===== config.mk =====
export PLATFORM = sky130hd
export DESIGN_NAME = mcast_cfg_ctrl
export DESIGN_NICKNAME = d
export VERILOG_FILES = /design/src/rtl/mcc_pkg.sv /design/src/rtl/mcc_mask_regs.sv /design/src/rtl/mcc_seq.sv /design/src/rtl/mcc_loader.sv /design/src/rtl/mcast_cfg_ctrl.sv
export SDC_FILE = /design/constraint.sdc
export NUM_CORES = 1
export LEC_CHECK = 0
export BUFFER_PORTS_ARGS = -buffer_cell sky130_fd_sc_hd__buf_4
export CORE_UTILIZATION = 55
export DETAILED_ROUTE_END_ITERATION = 10
export HOLD_SLACK_MARGIN = 0.15
export PLACE_DENSITY = 0.83
export SLEW_MARGIN = 20
export SYNTH_ARGS = -nofsm -noshare
export SYNTH_HDL_FRONTEND = slang
export SYNTH_HIERARCHICAL = 1
export SYNTH_SLANG_ARGS = --single-unit

===== constraint.sdc =====
create_clock -name clk -period 3.4 [get_ports clk]
set_input_delay 0.51 -clock clk [delete_from_list [all_inputs] [get_ports clk]]
set_output_delay 0.51 -clock clk [all_outputs]
set_load 0.02 [all_outputs]

===== src/rtl/mcc_pkg.sv =====
package mcc_pkg;
   localparam int SETUP_CYC  = 5;
   localparam int HDR_BCAST  = 2;

   typedef enum logic [1:0] {
      SQ_IDLE,
      SQ_SETUP,
      SQ_PAY,
      SQ_END
   } seq_st_t;

   typedef enum logic {
      LD_IDLE,
      LD_LOAD
   } ld_st_t;
endpackage


===== src/rtl/mcc_mask_regs.sv =====
module mcc_mask_regs #(
   parameter int ROWS   = 4,
   parameter int COLS   = 4,
   parameter int MASK_W = 4
) (
   input  logic              clk,
   input  logic              rst_n,
   input  logic              host_we,
   input  logic              host_col,
   input  logic [MASK_W-1:0] host_wdata,
   output logic [ROWS-1:0]   row_mask,
   output logic [COLS-1:0]   col_mask
);
   always_ff @(posedge clk) begin
      if (!rst_n) begin
         row_mask <= '0;
         col_mask <= '0;
      end else if (host_we) begin
         if (host_col) col_mask <= host_wdata[COLS-1:0];
         else          row_mask <= host_wdata[ROWS-1:0];
      end
   end
endmodule


===== src/rtl/mcc_seq.sv =====
module mcc_seq
   import mcc_pkg::*;
#(
   parameter int ROWS  = 4,
   parameter int COLS  = 4,
   parameter int BUS_W = 32,
   parameter int AW    = 6,
   parameter int CNT_W = 8
) (
   input  logic             clk,
   input  logic             rst_n,
   input  logic             start,
   input  logic [AW-1:0]    start_addr,
   input  logic [ROWS-1:0]  row_mask,
   input  logic [COLS-1:0]  col_mask,
   input  logic [BUS_W-1:0] mem_rdata,
   output logic             busy,
   output logic             done,
   output logic [AW-1:0]    mem_addr,
   output logic             hdr_stb,
   output logic             pay_valid,
   output logic             end_stb,
   output logic             icn,
   output logic [CNT_W-1:0] pidx,
   output logic [ROWS-1:0]  row_snap,
   output logic [COLS-1:0]  col_snap
);
   localparam logic [2:0] LAST_SETUP = 3'(SETUP_CYC - 1);
   localparam logic [2:0] BCAST_AT   = 3'(HDR_BCAST);

   seq_st_t          st;
   logic [2:0]       cnt;
   logic [AW-1:0]    ptr;
   logic [CNT_W-1:0] nwords;

   always_ff @(posedge clk) begin
      if (!rst_n) begin
         st       <= SQ_IDLE;
         cnt      <= '0;
         ptr      <= '0;
         nwords   <= '0;
         icn      <= 1'b0;
         pidx     <= '0;
         done     <= 1'b0;
         row_snap <= '0;
         col_snap <= '0;
      end else begin
         done <= 1'b0;
         unique case (st)
            SQ_IDLE: begin
               if (start) begin
                  st       <= SQ_SETUP;
                  cnt      <= '0;
                  ptr      <= start_addr;
                  row_snap <= row_mask;
                  col_snap <= col_mask;
               end
            end
            SQ_SETUP: begin
               cnt <= cnt + 3'd1;
               if (cnt == 3'd0 || cnt == LAST_SETUP) ptr <= ptr + AW'(1);
               if (cnt == 3'd1) begin
                  nwords <= mem_rdata[CNT_W-1:0];
                  icn    <= mem_rdata[CNT_W];
               end
               if (cnt == LAST_SETUP) begin
                  pidx <= '0;
                  st   <= (nwords == '0) ? SQ_END : SQ_PAY;
               end
            end
            SQ_PAY: begin
               ptr  <= ptr + AW'(1);
               pidx <= pidx + CNT_W'(1);
               if (pidx == nwords - CNT_W'(1)) st <= SQ_END;
            end
            SQ_END: begin
               st   <= SQ_IDLE;
               done <= 1'b1;
            end
            default: st <= SQ_IDLE;
         endcase
      end
   end

   assign busy      = (st != SQ_IDLE);
   assign mem_addr  = ptr;
   assign hdr_stb   = (st == SQ_SETUP) && (cnt == BCAST_AT);
   assign pay_valid = (st == SQ_PAY);
   assign end_stb   = (st == SQ_END);
endmodule


===== src/rtl/mcc_loader.sv =====
module mcc_loader
   import mcc_pkg::*;
(
   input  logic clk,
   input  logic rst_n,
   input  logic hdr_stb,
   input  logic sel,
   input  logic pay_valid,
   input  logic end_stb,
   output logic we
);
   ld_st_t st;

   always_ff @(posedge clk) begin
      if (!rst_n) begin
         st <= LD_IDLE;
      end else begin
         unique case (st)
            LD_IDLE: if (hdr_stb && sel) st <= LD_LOAD;
            LD_LOAD: if (end_stb) st <= LD_IDLE;
            default: st <= LD_IDLE;
         endcase
      end
   end

   assign we = (st == LD_LOAD) && pay_valid;
endmodule


===== src/rtl/mcast_cfg_ctrl.sv =====
module mcast_cfg_ctrl #(
   parameter int ROWS   = 4,
   parameter int COLS   = 4,
   parameter int BUS_W  = 32,
   parameter int AW     = 6,
   parameter int CNT_W  = 8,
   localparam int NEL   = ROWS * COLS,
   localparam int MASK_W = (ROWS > COLS) ? ROWS : COLS
) (
   input  logic              clk,
   input  logic              rst_n,
   input  logic              host_we,
   input  logic              host_col,
   input  logic [MASK_W-1:0] host_wdata,
   input  logic              start,
   input  logic [AW-1:0]     start_addr,
   output logic              busy,
   output logic              done,
   output logic [AW-1:0]     mem_addr,
   input  logic [BUS_W-1:0]  mem_rdata,
   output logic [NEL-1:0]    el_we,
   output logic              wr_icn,
   output logic [CNT_W-1:0]  wr_addr,
   output logic [BUS_W-1:0]  wr_data
);
   if (ROWS < 1 || COLS < 1) begin : g_bad_dim
      $error("mcast_cfg_ctrl: array needs at least one row and column");
   end
   if (BUS_W < CNT_W + 1) begin : g_bad_bus
      $error("mcast_cfg_ctrl: bus too narrow for header fields");
   end

   logic [ROWS-1:0]  row_mask, row_snap;
   logic [COLS-1:0]  col_mask, col_snap;
   logic             hdr_stb, pay_valid, end_stb;

   mcc_mask_regs #(.ROWS(ROWS), .COLS(COLS), .MASK_W(MASK_W)) i_masks (
      .clk(clk), .rst_n(rst_n), .host_we(host_we), .host_col(host_col),
      .host_wdata(host_wdata), .row_mask(row_mask), .col_mask(col_mask)
   );

   mcc_seq #(.ROWS(ROWS), .COLS(COLS), .BUS_W(BUS_W), .AW(AW), .CNT_W(CNT_W)) i_seq (
      .clk(clk), .rst_n(rst_n), .start(start), .start_addr(start_addr),
      .row_mask(row_mask), .col_mask(col_mask), .mem_rdata(mem_rdata),
      .busy(busy), .done(done), .mem_addr(mem_addr), .hdr_stb(hdr_stb),
      .pay_valid(pay_valid), .end_stb(end_stb), .icn(wr_icn), .pidx(wr_addr),
      .row_snap(row_snap), .col_snap(col_snap)
   );

   for (genvar r = 0; r < ROWS; r++) begin : g_row
      for (genvar c = 0; c < COLS; c++) begin : g_col
         mcc_loader i_ld (
            .clk(clk), .rst_n(rst_n), .hdr_stb(hdr_stb),
            .sel(row_snap[r] & col_snap[c]), .pay_valid(pay_valid),
            .end_stb(end_stb), .we(el_we[r*COLS+c])
         );
      end
   end

   assign wr_data = mem_rdata;
endmodule


* Word-level counts from Yosys, hierarchy flattened *
Index checks and enable logic that the tools add are counted.

storage, ports and cells
  register bits = 61
  input port bits = 47
  output and inout port bits = 65
  word-level logic and storage cells = 170

operators by class
  add/subtract/negate cells = 4
  equal/unequal tests = 11
  muxes and demuxes = 46
  bitwise logic cells = 33
  reductions and logical operators = 49

operators with widths
  cell                   count
  $logic_and A1 B1 Y1    33
  $pmux W1 S2            16
  $mux W1                19
  $pmux W6 S3            1
  $not A1 Y1             17
  $and A1 B1 Y1          16
  $pmux W8 S2            1
  $mux W6                2
  $reduce_and A2 Y1      6
  $add A8 B1 Y8 const B  1
  $eq A8 B8 Y1           1
  $logic_not A8 Y1       1
  $mux W8                1
  $pmux W2 S4            1
  $sub A8 B1 Y8 const B  1
  $add A6 B1 Y6 const B  1
  $mux W2                3
  $pmux W3 S2            1
  $reduce_and A3 Y1      2
  $reduce_bool A2 Y1     3
  $eq A2 B2 Y1 const B   2
  $ne A2 B1 Y1 const B   2
  $ne A2 B2 Y1 const B   2
  $add A3 B1 Y3 const B  1
  9 further kinds        9

* Longest topological paths before layout *
  depth after elaboration = 5
  depth in mapped cells = 9
  mapped depth without buffers = 8

* Cells and area by module *
Netlist, hierarchy kept.

by module, submodules not included
  module          times used  cells each  area each (um2)  sequential area each (um2)
  mcc_seq         1           237         2,015.7          740.7
  mcc_loader      16          5           47.5             20.0
  mcast_cfg_ctrl  1           48          340.3            0.0
  mcc_mask_regs   1           33          325.3            160.2

* Worst setup path after synthesis *
OpenSTA, ideal clock, no wires.

  path kind = in2reg
  from = input port start
  to = register i_seq.st[0]
  library setup time = 125 ps
  arrival time = 1,585 ps
  path slack = 1,691 ps
  stages = 6
  buffers on the path = 1
  cells stage by stage = buf_2 -> nand2b_1 -> nand2_1 -> nor4_1 -> a41oi_2 -> mux2i_1

between the ends
  longest elaborated chain between the ends = 2

ends and longest elaborated chain
  item                         line                  source
  start: declaration           mcast_cfg_ctrl.sv:15  input logic start,
  $ne A2 B2 Y1 (no line)       --
  $reduce_and A3 Y1 (no line)  --
  end signal: assignment       mcc_seq.sv:68         st <= (nwords == '0) ? SQ_END : SQ_PAY;
  end: declaration             mcc_seq.sv:31         seq_st_t st;

No other way between the ends.
A chain may end at the register's enable or synchronous reset.

* Final worst setup path *
  from = register i_seq.st[0]
  to = output port el_we[10]

between the ends
  longest elaborated chain between the ends = 2

ends and longest elaborated chain
  item                 line                  source
  $eq A2 B2 Y1         mcc_seq.sv:88         assign pay_valid = (st == SQ_PAY);
  net pay_valid        mcast_cfg_ctrl.sv:35  logic hdr_stb, pay_valid, end_stb;
  $logic_and A1 B1 Y1  mcc_loader.sv:26      assign we = (st == LD_LOAD) && pay_valid;
  end: declaration     mcast_cfg_ctrl.sv:21  output logic [NEL-1:0] el_we,

The timed path passes the listed nets, and every way through them passes these cells.

==> out/metrics.csv <==
stage,metric,value,unit
yosys,synth_cells,398,
critical_path,cp-start-kind,flip-flop,
cts,clk_latency,330,ps
timing,slew_headroom,0.550,
yosys,yosysUniqueCellTypes,39,
yosys,yosysWarnings,6,
power_and_ir_drop,p_int,1.38,mW
power_and_ir_drop,power,2.11,mW
yosys,ys_seq_elements,61,
finish,nFillCells,525,
grt,grt.overflow.total,0,
floorplanning,rows,28,
yosys,async_flop_share,0,
power_and_ir_drop,clkPwrFrac,0.273,
timing,timing.final.crit_period,2200,ps
power_and_ir_drop,pwr-share-comb,0.324,
floorplanning,boundaryPins,112,
cts,clk_pin_slew,60,ps
power_and_ir_drop,leakage,1.75,nW
place,hpwl,4580,µm
timing,fmax,0.455,GHz
yosys,syn_nets,456,
critical_path,crit_chain,"inv_1, ha_1, and2_2, buf_4",
drt,vias,2758,
timing,setup_ws,1200,ps
cts,cts_hold_buf,0,
power_and_ir_drop,ir_drop,0.444,mV
drt,drc,0,
yosys,synthTopCellsByArea,"dfxtp_1, buf_4, mux2i_1, nand2_1, nand4b_1",
power_and_ir_drop,seq_power_share,0.403,
place,post-place-ws,1380,ps
drt,wl,6630,µm
drt,postRouteAntennaNets,0,
timing,clock_skew,6.11,ps
finish,area_growth,13.1,%
cts,cts_num_sinks,61,
finish,antennaDiodeCount,0,
drt,post_drt_wl_per_cell,13.1,µm
critical_path,cp_slowest_cell,ha_1,
timing,finalMaxSlewViolations,0,
timing,whs,443,ps
floorplanning,core_area,0.00599,mm²
yosys,synth_edf_count,0,
power_and_ir_drop,switching_power,0.732,mW
cts,postCtsSetupRepairBufs,0,
critical_path,arrival,1690,ps
drt,dr.pass1.iters,4,
grt,grt_pass1_wl,11200,µm
hold_path,hold_class,primary input to flip-flop,
yosys,syn_area,0.00344,mm²
floorplanning,die_h,81.1,µm
yosys,synth-seq-area-share,0.355,
critical_path,critPathKind,flip-flop to primary output,
place,gp_congestion,0.871,
cts,htree_levels,3,
timing,finalSetupViolCount,0,
yosys,synth_top_area_frac,0.355,
cts,cts_root_buffer,clkbuf_8,
finish,drive_gt1_frac,0.226,
floorplanning,die_x,81.1,µm
cts,clk_path_buf_depth,2,
critical_path,slowest_delay,530,ps
grt,grt_pass1_vias,2577,
cts,cts_tree,built,
power_and_ir_drop,p_sw_frac,0.346,
timing,tightest_slew,674,ps
grt,groute.usage.overall,0.221,
outcome,status,finished clean,
floorplanning,initial_utilization,0.575,
cts,cts-resized-gates,0,
yosys,synth.avg_cell_area,8.65,µm²
floorplanning,die-area,0.00658,mm²
timing,hold_viol_final,0,
cts,cts_inserted_buffers,9,
yosys,yosys.area.top_type,dfxtp_1,
place,numPortBuffers,65,
critical_path,cp_max_fo,22,
critical_path,end_kind,primary output,
finish,final_net_count,487,
grt,antenna_found_initial,0,
yosys,synth_flop_cell,dfxtp_1,
run,maxCapViolations,0,
timing,rsz0062_at_grt,false,
drt,vias_per_cell,5.43,
grt,grt_max_degree,79,
timing,final.setup.tns,0,ps
drt,drtIter0Drc,152,
timing,fin_crit_sh,0.647,
power_and_ir_drop,p_per_area,543,mW/mm²
critical_path,required,2890,ps
==> flip-flops by register name, indices dropped and copies added, names as in the netlist <==
signal / flops
i_seq/col_snap: 4
i_seq/st: 2
i_seq/cnt: 3
i_seq/nwords: 8
i_seq/done: 1
i_masks/col_mask: 4
i_seq/row_snap: 4
i_masks/row_mask: 4
i_seq/icn: 1
i_seq/pidx: 8
g_row.g_col.i_ld/st: 16
i_seq/mem_addr: 6
==> power by group through the flow <==
| stage | sequential (mW) | clock, mW | combinational, mW |
|---|---|---|---|
| 6_report | 0.852 | 0.577 | 0.684 |
| 5_1_grt | 0.860 | 0.631 | 0.762 |
| 4_1_cts | 0.851 | 0.594 | 0.686 |
| 3_5_place_dp | 0.866 | 0 | 0.683 |
| 3_3_place_gp | 0.862 | 0 | 0.662 |
| 2_1_floorplan | 0.887 | 0 | 0.509 |
==> layout by cell type, fill, tap and decap left out, types with 2 or more instances in the layout <==
cell type,synthesis,layout
buf_4,32,65
dfxtp_1,61,61
nand2_1,52,52
and2_1,23,23
mux2i_1,23,23
nand4b_1,19,19
nand3_1,18,18
nand3b_1,17,17
and2_2,16,16
nor2_1,16,16
nor2b_1,15,15
inv_1,13,13
clkbuf_8,0,12
o21ai_0,11,11
ha_1,11,11
a21boi_0,10,10
xnor2_1,8,8
xor2_1,7,7
a21oi_1,5,5
o22ai_1,4,4
nor3_1,3,3
clkbuf_1,7,2
nand2b_1,2,2
and3b_1,2,2
and3_1,2,2
nand4_1,2,2
a32oi_1,2,2
==> synth_stat cells (3+ instances only) <==
cell and n:
xor2_1 7, buf_4 32, and2_1 23, nand4b_1 19, nor2_1 16, mux2i_1 23, a21boi_0 10, a21oi_1 5
buf_2 4, nor3_1 3, clkbuf_1 7, and2_2 16, nor2b_1 15, nand3b_1 17, o21ai_0 11, o22ai_1 4
dfxtp_1 61, nand3_1 18, xnor2_1 8, inv_1 13, nand2_1 52, ha_1 11
==> cells by family (layout without fill, tap and decap cells) <==
kind of cell / after synthesis / count (layout) / synth area share
simple gates: 190 / 190 / 0.317
flops: 61 / 61 / 0.355
buf+inv: 58 / 93 / 0.104
compound gates: 40 / 40 / 0.0792
mux: 23 / 23 / 0.0669
xor+xnor: 15 / 15 / 0.0382
fa+ha+maj: 11 / 11 / 0.0400
==> path summary, 6_finish.rpt <==
| kind | slack, ps | end | from | depth (start not counted) |
|---|---|---|---|---|
| worst max-delay path | 1200 | el_we[10] | i_seq/st[0] | 4 |
| worst min-delay path | 440 | i_seq/nwords[3] | mem_rdata[3] | 3 |
| worst max register to register | 1370 | i_seq/st[0] | i_seq/st[0] | 7 |
| worst min register to register | 460 | i_masks/col_mask[0] | i_masks/col_mask[0] | 2 |
==> critical path, delay by kind of cell (launching register included) <==
kind                       cells  cell delay, ps
adders and majority gates      1             530
buffers and inverters          2             230
DFF                            1             350
and+or+nand+nor                1             240
==> through the flow <==
| stage | util | area, µm² | instances |
|---|---|---|---|
| finish | 0.650 | 3890 | 508 |
| global route | 0.650 | 3890 | 508 |
| CTS | 0.650 | 3890 | 508 |
| detailed placement | 0.620 | 3710 | 493 |
| global placement | 0.620 | 3710 | 493 |
| floorplan | - | 3440 | 398 |
==> layer usage <==
layer  part of all wire  up-vias  GRT usage
met5                  0        -          0
met4              0.021        0      0.116
met2               0.47       76      0.353
met3              0.055       19     0.0483
li1                   -     1391          -
met1               0.46     1272      0.276
==> layout make-up <==
class	instances	area (µm²)	share of cell area
clock buffer	14	173	0.0444
clock inverter	1	5.00	0.00129
inverter	13	48.8	0.0125
multi-input combinational	279	1860	0.479
sequential	61	1220	0.314
tap	75	93.8	0.0241
timing repair buffer	65	488	0.125
(Power assumes the default switching activity.)
